## config.mk

```make
export PLATFORM = sky130hd
export DESIGN_NAME = page_commit_buf
export DESIGN_NICKNAME = d
export VERILOG_FILES = /design/src/rtl/pcb_pkg.sv /design/src/rtl/pcb_addr_ctr.sv /design/src/rtl/pcb_page_buf.sv /design/src/rtl/pcb_prog_timer.sv /design/src/rtl/page_commit_buf.sv
export SDC_FILE = /design/constraint.sdc
export NUM_CORES = 1
export LEC_CHECK = 0
export CAP_MARGIN = 10
export CORE_MARGIN = 4
export CORE_UTILIZATION = 40
export DETAILED_ROUTE_END_ITERATION = 16
export PLACE_DENSITY = 0.79
export REMOVE_ABC_BUFFERS = 1
export SYNTH_ARGS = -nofsm -noshare
export SYNTH_HDL_FRONTEND = slang
export SYNTH_HIERARCHICAL = 1
export SYNTH_SLANG_ARGS = --single-unit
```

## constraint.sdc

```tcl
create_clock -name clk -period 10.8 [get_ports clk]
set_input_delay 2.16 -clock clk [delete_from_list [all_inputs] [get_ports clk]]
set_output_delay 2.16 -clock clk [all_outputs]
set_load 0.005 [all_outputs]
```

## src/rtl/pcb_pkg.sv

```systemverilog
package pcb_pkg;
  typedef enum logic [1:0] {
    PH_IDLE  = 2'd0,
    PH_WRITE = 2'd1,
    PH_HOLD  = 2'd2
  } pcb_phase_e;
endpackage

```

## src/rtl/pcb_addr_ctr.sv

```systemverilog
module pcb_addr_ctr #(
  parameter int ADDR_W = 13,
  parameter int OFF_W  = 5
) (
  input  logic              clk,
  input  logic              rst_n,
  input  logic              load,
  input  logic [ADDR_W-1:0] load_addr,
  input  logic              step,
  output logic [OFF_W-1:0]  eff_off,
  output logic [ADDR_W-OFF_W-1:0] page,
  output logic [OFF_W-1:0]  off
);
  localparam int PAGE_W = ADDR_W - OFF_W;
  localparam logic [OFF_W-1:0] OFF_MAX = '1;

  logic [PAGE_W-1:0] page_q;
  logic [OFF_W-1:0]  off_q;
  logic [OFF_W-1:0]  load_off;

  assign load_off = load_addr[OFF_W-1:0];
  assign eff_off  = load ? load_off : off_q;

  always_ff @(posedge clk) begin
    if (!rst_n) begin
      page_q <= '0;
      off_q  <= '0;
    end else begin
      if (load) page_q <= load_addr[ADDR_W-1:OFF_W];
      if (step) off_q <= eff_off + OFF_W'(1);
      else if (load) off_q <= load_off;
    end
  end

  assign page = page_q;
  assign off  = off_q;

  // offset wraps inside the page
  p_offset_wrap_r4: assert property (@(posedge clk) disable iff (!rst_n)
    (step && !load && off_q == OFF_MAX) |=> (off_q == '0));
  // page bits only move on a load
  p_page_hold_r3: assert property (@(posedge clk) disable iff (!rst_n)
    !load |=> $stable(page_q));
endmodule

```

## src/rtl/pcb_page_buf.sv

```systemverilog
module pcb_page_buf #(
  parameter int DEPTH  = 32,
  parameter int DATA_W = 8,
  parameter int OFF_W  = 5
) (
  input  logic                    clk,
  input  logic                    rst_n,
  input  logic                    wr_en,
  input  logic [OFF_W-1:0]        wr_idx,
  input  logic [DATA_W-1:0]       wr_data,
  input  logic                    clr_mask,
  output logic [DEPTH-1:0]        mask,
  output logic [DEPTH-1:0]        mask_nxt,
  output logic [DEPTH*DATA_W-1:0] data_flat
);
  logic [DEPTH-1:0] mask_q;
  logic [DEPTH-1:0] hit;

  for (genvar i = 0; i < DEPTH; i++) begin : g_entry
    logic [DATA_W-1:0] data_q;
    assign hit[i] = wr_en && (wr_idx == OFF_W'(i));

    always_ff @(posedge clk) begin
      if (!rst_n) begin
        data_q    <= '0;
        mask_q[i] <= 1'b0;
      end else begin
        if (hit[i]) data_q <= wr_data;
        if (clr_mask) mask_q[i] <= 1'b0;
        else if (hit[i]) mask_q[i] <= 1'b1;
      end
    end

    assign data_flat[i*DATA_W +: DATA_W] = data_q;
  end

  assign mask     = mask_q;
  assign mask_nxt = mask_q | hit;

  // a written entry is marked in the mask
  p_mask_set_r5: assert property (@(posedge clk) disable iff (!rst_n)
    (wr_en && !clr_mask) |=> mask_q[$past(wr_idx)]);
  // clearing empties the mask
  p_mask_clear_r9: assert property (@(posedge clk) disable iff (!rst_n)
    clr_mask |=> (mask_q == '0));
endmodule

```

## src/rtl/pcb_prog_timer.sv

```systemverilog
module pcb_prog_timer
  import pcb_pkg::*;
#(
  parameter int PROG_CYCLES = 5000
) (
  input  logic clk,
  input  logic rst_n,
  input  logic go,
  output logic busy,
  output logic wr_pulse,
  output logic done
);
  localparam int CNT_W = (PROG_CYCLES > 2) ? $clog2(PROG_CYCLES) : 1;

  pcb_phase_e       phase_q;
  logic [CNT_W-1:0] cnt_q;

  always_ff @(posedge clk) begin
    if (!rst_n) begin
      phase_q <= PH_IDLE;
      cnt_q   <= '0;
    end else begin
      case (phase_q)
        PH_IDLE: if (go) begin
          phase_q <= PH_WRITE;
          cnt_q   <= CNT_W'(PROG_CYCLES - 1);
        end
        PH_WRITE, PH_HOLD: begin
          if (cnt_q == '0) phase_q <= PH_IDLE;
          else begin
            phase_q <= PH_HOLD;
            cnt_q   <= cnt_q - CNT_W'(1);
          end
        end
        default: phase_q <= PH_IDLE;
      endcase
    end
  end

  assign busy     = (phase_q != PH_IDLE);
  assign wr_pulse = (phase_q == PH_WRITE);
  assign done     = busy && (cnt_q == '0);

  // checker: length of the busy window
  logic [31:0] chk_len;
  always_ff @(posedge clk) begin
    if (!rst_n) chk_len <= '0;
    else if (busy) chk_len <= chk_len + 32'd1;
    else chk_len <= '0;
  end

  // busy lasts exactly PROG_CYCLES clocks
  p_busy_len_r8: assert property (@(posedge clk) disable iff (!rst_n)
    $fell(busy) |-> (chk_len == 32'(PROG_CYCLES)));
  // the write pulse opens the busy window
  p_pulse_first_r6: assert property (@(posedge clk) disable iff (!rst_n)
    $rose(busy) |-> wr_pulse);
endmodule

```

## src/rtl/page_commit_buf.sv

```systemverilog
module page_commit_buf #(
  parameter int ADDR_W      = 13,
  parameter int DATA_W      = 8,
  parameter int PAGE_BYTES  = 32,
  parameter int PROG_CYCLES = 5000
) (
  input  logic                         clk,
  input  logic                         rst_n,
  input  logic                         addr_load,
  input  logic [ADDR_W-1:0]            load_addr,
  input  logic                         byte_valid,
  output logic                         byte_ready,
  input  logic [DATA_W-1:0]            byte_data,
  input  logic                         commit,
  output logic                         busy,
  output logic                         arr_we,
  output logic [ADDR_W-$clog2(PAGE_BYTES)-1:0] arr_page,
  output logic [PAGE_BYTES-1:0]        arr_be,
  output logic [PAGE_BYTES*DATA_W-1:0] arr_wdata,
  output logic [ADDR_W-1:0]            next_addr
);
  localparam int OFF_W  = $clog2(PAGE_BYTES);
  localparam int PAGE_W = ADDR_W - OFF_W;

  logic                  idle, take, ld, go;
  logic                  wr_pulse, done;
  logic [OFF_W-1:0]      eff_off, off;
  logic [PAGE_W-1:0]     page;
  logic [PAGE_BYTES-1:0] mask, mask_nxt;

  assign idle = !busy;
  assign take = byte_valid && idle;
  assign ld   = addr_load && idle;
  assign go   = commit && idle && (|mask_nxt);

  pcb_addr_ctr #(.ADDR_W(ADDR_W), .OFF_W(OFF_W)) u_addr (
    .clk(clk), .rst_n(rst_n), .load(ld), .load_addr(load_addr),
    .step(take), .eff_off(eff_off), .page(page), .off(off)
  );

  pcb_page_buf #(.DEPTH(PAGE_BYTES), .DATA_W(DATA_W), .OFF_W(OFF_W)) u_buf (
    .clk(clk), .rst_n(rst_n), .wr_en(take), .wr_idx(eff_off),
    .wr_data(byte_data), .clr_mask(done), .mask(mask),
    .mask_nxt(mask_nxt), .data_flat(arr_wdata)
  );

  pcb_prog_timer #(.PROG_CYCLES(PROG_CYCLES)) u_tmr (
    .clk(clk), .rst_n(rst_n), .go(go), .busy(busy),
    .wr_pulse(wr_pulse), .done(done)
  );

  assign byte_ready = idle;
  assign arr_we     = wr_pulse;
  assign arr_be     = wr_pulse ? mask : '0;
  assign arr_page   = page;
  assign next_addr  = {page, off};

  // a write always carries at least one enabled lane
  p_we_nonempty_r10: assert property (@(posedge clk) disable iff (!rst_n)
    arr_we |-> (arr_be != '0));
  // the reported address holds while programming
  p_addr_hold_r13: assert property (@(posedge clk) disable iff (!rst_n)
    (busy && $past(busy)) |-> $stable(next_addr));
  // buffered state is frozen during the programming window
  p_mask_frozen_r8: assert property (@(posedge clk) disable iff (!rst_n)
    (busy && !done) |=> $stable(mask));
endmodule

```

* After elaboration in Yosys (flattened, before gate mapping)
Index checks and enable logic that the tools add are counted.
Operators by class: add/sub/neg operators 2, multiply operators 0, div/mod/pow operators 0, magnitude comparators 0, equal/unequal tests 35, shift operators 0, mux-type cells 9, bitwise gates (word level) 2, reduce and logical (&&, ||, !) cells 47
Operators with widths (number):
- == test 5 bit (second input constant) | 16
- == test 5 x 4 -> 1 bit (second input constant) | 8
- logical AND 1 bit | 37
- 2-to-1 mux 32 bit | 1
- OR 32 bit | 1
- OR reduction 32 bit | 1
- 2-to-1 mux 13 bit | 2
- case mux 13 bit (2 select lines) | 1
- == test 5 x 3 -> 1 bit (second input constant) | 4
- zero test 13 bit | 1
- subtractor 13 x 1 -> 13 bit (second input constant) | 1
- == test 5 x 2 -> 1 bit (second input constant) | 2
- 2-to-1 mux 5 bit | 2
- adder 5 x 1 -> 5 bit (second input constant) | 1
- == test 5 x 1 -> 1 bit (second input constant) | 1
- zero test 5 bit | 1
- 2-to-1 mux 2 bit | 2
- inequality test 2 bit (second input constant) | 2
- case mux 2 bit (2 select lines) | 1
- nonzero test 2 bit | 2
- OR reduction 2 bit | 2
- AND reduction 3 bit | 1
- == test 2 x 1 -> 1 bit (second input constant) | 1
- == test 2 bit (second input constant) | 1
- 3 further kinds | 3
Word-level totals: bits in registers 316, bits in latches 0, bits in writable memories 0, bits in read-only memories 0, input port bits 26, output and inout port bits 312, logic and storage cells 163, memories kept 0

* Longest topological paths before layout
depth in word-level cells 11, gate-level depth with buffers 20, gate-level depth less buffers 16

* Modules after synthesis
Netlist, hierarchy kept.
By module, submodules not included:
- pcb_page_buf | times used 1, cells an instance 1017, area an instance 10546.4 um^2, seq. area each 5765.5 um^2
- pcb_prog_timer | times used 1, cells an instance 105, area an instance 885.8 um^2, seq. area each 300.3 um^2
- pcb_addr_ctr | times used 1, cells an instance 58, area an instance 569.3 um^2, seq. area each 260.2 um^2
- page_commit_buf | times used 1, cells an instance 57, area an instance 366.6 um^2, seq. area each 0.0 um^2

* Worst setup path before layout
No wires, ideal clock.
path kind input port to flip-flop, start input port addr_load, end register u_tmr.cnt_q[9], library setup time 0.115 ns, arrival 5.265 ns, data required time 10.685 ns, slack 5.419 ns, stages on the path 16, path buffers 3, path through nor2b_1 -> buf_6 -> buf_4 -> mux2i_1 -> inv_1 -> buf_2 -> nand2_1 -> nor2_4 -> or2_2 -> nor4_1 -> nand4_1 -> o211a_1 -> mux2i_1 -> nor4b_1 -> a211o_1 -> and3_1
On the way: cells in the longest elaborated chain, start to end 9, elaborated cells between the ends (all ways) 71, those cells by class eq/ne: 32; mux: 1; bitwise: 1; reduce/logical: 37
RTL lines:
- start, declared | line page_commit_buf.sv:9 | input logic addr_load,
- logical AND 1 bit | line page_commit_buf.sv:33 | assign ld = addr_load && idle;
- 2-to-1 mux 5 bit
- net eff_off[0] | line page_commit_buf.sv:27 | logic [OFF_W-1:0] eff_off, off;
- == test 5 bit | line pcb_page_buf.sv:21 | assign hit[i] = wr_en && (wr_idx == OFF_W'(i));
- logical AND 1 bit | line pcb_page_buf.sv:21
- OR 32 bit | line pcb_page_buf.sv:38 | assign mask_nxt = mask_q | hit;
- net mask_nxt[27] | line page_commit_buf.sv:29 | logic [PAGE_BYTES-1:0] mask, mask_nxt;
- OR reduction 32 bit | line page_commit_buf.sv:34 | assign go = commit && idle && (|mask_nxt);
- logical AND 1 bit | line page_commit_buf.sv:34
- net go | line page_commit_buf.sv:25 | logic idle, take, ld, go;
- inequality test 2 bit (no source line)
- AND reduction 3 bit (no source line)
- end signal, assigned | line pcb_prog_timer.sv:26 | cnt_q <= CNT_W'(PROG_CYCLES - 1);
- end signal, assigned | line pcb_prog_timer.sv:32 | cnt_q <= cnt_q - CNT_W'(1);
- end, declared | line pcb_prog_timer.sv:16 | logic [CNT_W-1:0] cnt_q;
The timed path passes the listed nets, and every way through them passes these cells. A chain may end at the register's enable or synchronous reset.

* Final worst setup path
start input port addr_load, end register u_tmr.cnt_q[12]
On the way: cells in the longest elaborated chain, start to end 9, elaborated cells between the ends (all ways) 71, those cells by class eq/ne: 32; mux: 1; bitwise: 1; reduce/logical: 37
RTL lines (line):
- logical AND 1 bit | page_commit_buf.sv:33
- net ld | page_commit_buf.sv:25
- 2-to-1 mux 5 bit
- net eff_off[2] | page_commit_buf.sv:27
- == test 5 bit | pcb_page_buf.sv:21
- logical AND 1 bit | pcb_page_buf.sv:21
- OR 32 bit | pcb_page_buf.sv:38
- net mask_nxt[19] | page_commit_buf.sv:29
- OR reduction 32 bit | page_commit_buf.sv:34
- logical AND 1 bit | page_commit_buf.sv:34
- net go | page_commit_buf.sv:25
- inequality test 2 bit (no source line)
- AND reduction 3 bit (no source line)
The timed path passes the listed nets, and every way through them passes these cells.

==> results_dict.tcl <==
set metrics [dict create \
    fp.coreArea_mm2 0.0305 \
    syn-instance-count 1237 \
    synth_cell_type_count 53 \
    netlist_area_mm2 0.0124 \
    ys_ff_latch 316 \
    ant_nets 0 \
    cts_resized 0 \
    drv_slew 0 \
    rsz0062_at_grt "false" \
    rows 64 \
    setup-tns-final_ps 0 \
    clockBufferDepth 3 \
    drive_gt1_frac 0.0787 \
    grt_max_degree 132 \
    worstPathArrival_ps 6800 \
    grt_pass1_wl_mm 57.1 \
    cp_common_cell "nand4_1" \
    final_util 0.557 \
    diodes 0 \
    peakVddDrop_mv 0.0965 \
    h-tree-depth 2 \
    vias_per_cell 5.05 \
    grt_use_total 0.212 \
    cts_num_sinks 316 \
    synth_ff_type "dfxtp_1" \
    status "complete, no violations" \
    dpl.hpwl_mm 25.4 \
    antenna_found_initial 0 \
    die-area_mm2 0.0338 \
    powerDensity_mw_per_mm2 185 \
    area_growth_pct 37.5 \
    hold_class "flop to flop" \
    cp_top_family "simple AND/OR/NAND/NOR gates" \
    cts-hold-fix-buffers 0 \
    synth-seq-area-share 0.511 \
    n_fill_cell 2586 \
    criticalPathCategory "input pin to flop" \
    syn_avg_cell_area_um2 10.0 \
    dr_total_vias 9831 \
    cts_root_buf "clkbuf_16" \
    die_w_um 184 \
    final-hold-violation-count 0 \
    cp_max_fo 13 \
    gr-usage-met1 0.269 \
    nNetsFinal 1560 \
    grt.met2_usage 0.342 \
    final_common_cell "clkdlybuf4s50_1" \
    initial_core_util 0.405 \
    routed_wl_mm 37.5 \
    cp_slowest_cell "or4_2" \
    ys_warn_count 6 \
    startpoint_type "input pin" \
    fmax_mhz 157 \
    numPortBuffers 337 \
    pin_count 338 \
    slowest_delay_ps 660 \
    relSlewSlack 0.255 \
    fin_crit_ps 6370 \
    busiest_layer "met2" \
    cts_tree "yes" \
    gr-total-overflow 0 \
    setup_viol 0 \
    finalPower_w 0.00315 \
    grt_pass1_vias 10000 \
    tightest_slew_ps 1110 \
    drt-initial-drc-count 509 \
    synth_edf_count 0 \
    cp_cell_sequence "clkdlybuf4s50_1 > nor2b_1 > buf_4 > mux2i_1 > inv_1 > and4bb_2 > nand3_1 > nand2_1 > nor4_1 > nand4_1 > o211a_1 > mux2_2 > nand4_1 > or4_2 > a31oi_1" \
    postCtsSetupBuffers 0 \
    met3_usage 0.0629 \
    drc_errors 0 \
    final_cell_mix "336 x clkdlybuf4s50_1, 316 x dfxtp_1, 275 x nand2_1" \
    first_pass_iters 5 \
    die_h_um 184 \
    maxCapViolCount 0 \
    async_flop_share 0 \
    clkTransAtPathRegs_ps 60 \
    p_leak_nw 7.20 \
    clk_latency_ps 510 \
    end_kind "flop" \
    cts_made_buffers 35 \
    routedWlPerCell_um 19.3 \
    cp_num_buf_inv 3 \
    gp_congestion 0.870 \
    finalCritPeriodShare 0.590 \
    cp.required_ps 11230 \
    skew_ps 14.1 \
]
==> final timing paths <==
path                                                  from  cells past startpoint                                       end  slack [ps]
hold reg to reg   u_buf/g_entry[10].data_q[4]$_SDFFE_PN0P_                      2  u_buf/g_entry[10].data_q[4]$_SDFFE_PN0P_         460
setup reg to reg             u_tmr/phase_q[0]$_SDFFE_PN0P_                     17              u_tmr/cnt_q[12]$_SDFFE_PN0P_        5650
hold / removal    u_buf/g_entry[10].data_q[4]$_SDFFE_PN0P_                      2  u_buf/g_entry[10].data_q[4]$_SDFFE_PN0P_         460
setup / recovery                                 addr_load                     15              u_tmr/cnt_q[12]$_SDFFE_PN0P_        4430
==> area by class of cell <==
type	instances	area, um2	area share
Clock buffer	51	1050	0.0617
Clock inverter	9	97.6	0.00574
Inverter	31	116	0.00684
Multi-Input combinational cell	797	5480	0.322
Sequential cell	316	6330	0.372
Tap cell	396	495	0.0291
Timing Repair Buffer	346	3440	0.203
==> sequential cells by signal (all words and copies together) (netlist names) <==
signal,flops
u_buf/g_entry.data_q,256
u_tmr/phase_q,2
u_tmr/cnt_q,13
u_addr/off,5
u_buf/mask,32
u_addr/page,8
==> cell families after synthesis <==
kind of cell	share of synthesized area
AO/OA/AOI/OAI	0.0297
XOR/XNOR	0.00142
adder cells (fa/ha/maj)	0.00708
buffers and inverters	0.0466
flip-flops	0.511
multiplexers	0.221
AND/OR/NAND/NOR	0.182
==> synth_stat cells, types with 4 or more instances <==
cell      instances  area (um2)
or3_1             6        37.5
inv_1            31         116
nand3_1           6        30.0
o21ai_0           8        40.0
clkbuf_1         59         221
nor2b_1           5        31.3
a21oi_1          30         150
or2_2            15        93.8
nand2_1         279        1050
nor3_1            4        20.0
and2_1           34         213
nor2_4           12         135
ha_1              7        87.6
buf_2            13        65.1
buf_4            15         113
mux2i_1         271        2710
nor4_1           11        68.8
or4_1             5        37.5
nand2b_1          7        43.8
nand2_2          12        75.1
buf_6             5        56.3
nor2_1           30         113
dfxtp_1         316        6330
nand4_1           5        31.3
o21a_1           13        97.6
==> routing by layer <==
metal	wire [um]	vias to the layer above
li1	-	4690
met1	15700	4703
met2	17400	356
met3	2980	82
met4	1410	0
met5	0	-
==> per-stage QoR <==
| stage | cell area [um2] | hold WS (ps) | instances | worst slack (ps) |
|---|---|---|---|---|
| floorplan | 11900 | 441 | 1144 | 4010 |
| global placement | 15900 | 441 | 1886 | 4150 |
| detailed placement | 15900 | 447 | 1886 | 3980 |
| CTS | 17000 | 457 | 1946 | 4480 |
| global route | 17000 | 472 | 1946 | 4120 |
| finish | 17000 | 456 | 1946 | 4430 |
==> report_power, final <==
| part | total (W) | leakage [nW] | switching (W) | internal (W) |
|---|---|---|---|---|
| Combinational | 0.000682 | 4.08 | 0.000401 | 0.000281 |
| Clock | 0.00118 | 0.566 | 0.000465 | 0.000719 |
| Sequential | 0.00128 | 2.55 | 0.0000480 | 0.00123 |
==> worst register-to-register path, stage by stage (launching register included) <==
cell,delay [ps]
dfxtp_1,340
inv_1,90
ha_1,270
inv_1,170
nor2b_1,140
buf_4,250
mux2i_1,430
inv_1,350
and4bb_2,520
nand3_1,480
nand2_1,220
nor4_1,100
nand4_1,150
o211a_1,240
mux2_2,270
nand4_1,230
or4_2,660
a31oi_1,170
Note: power is estimated with default switching activity, not from simulation.
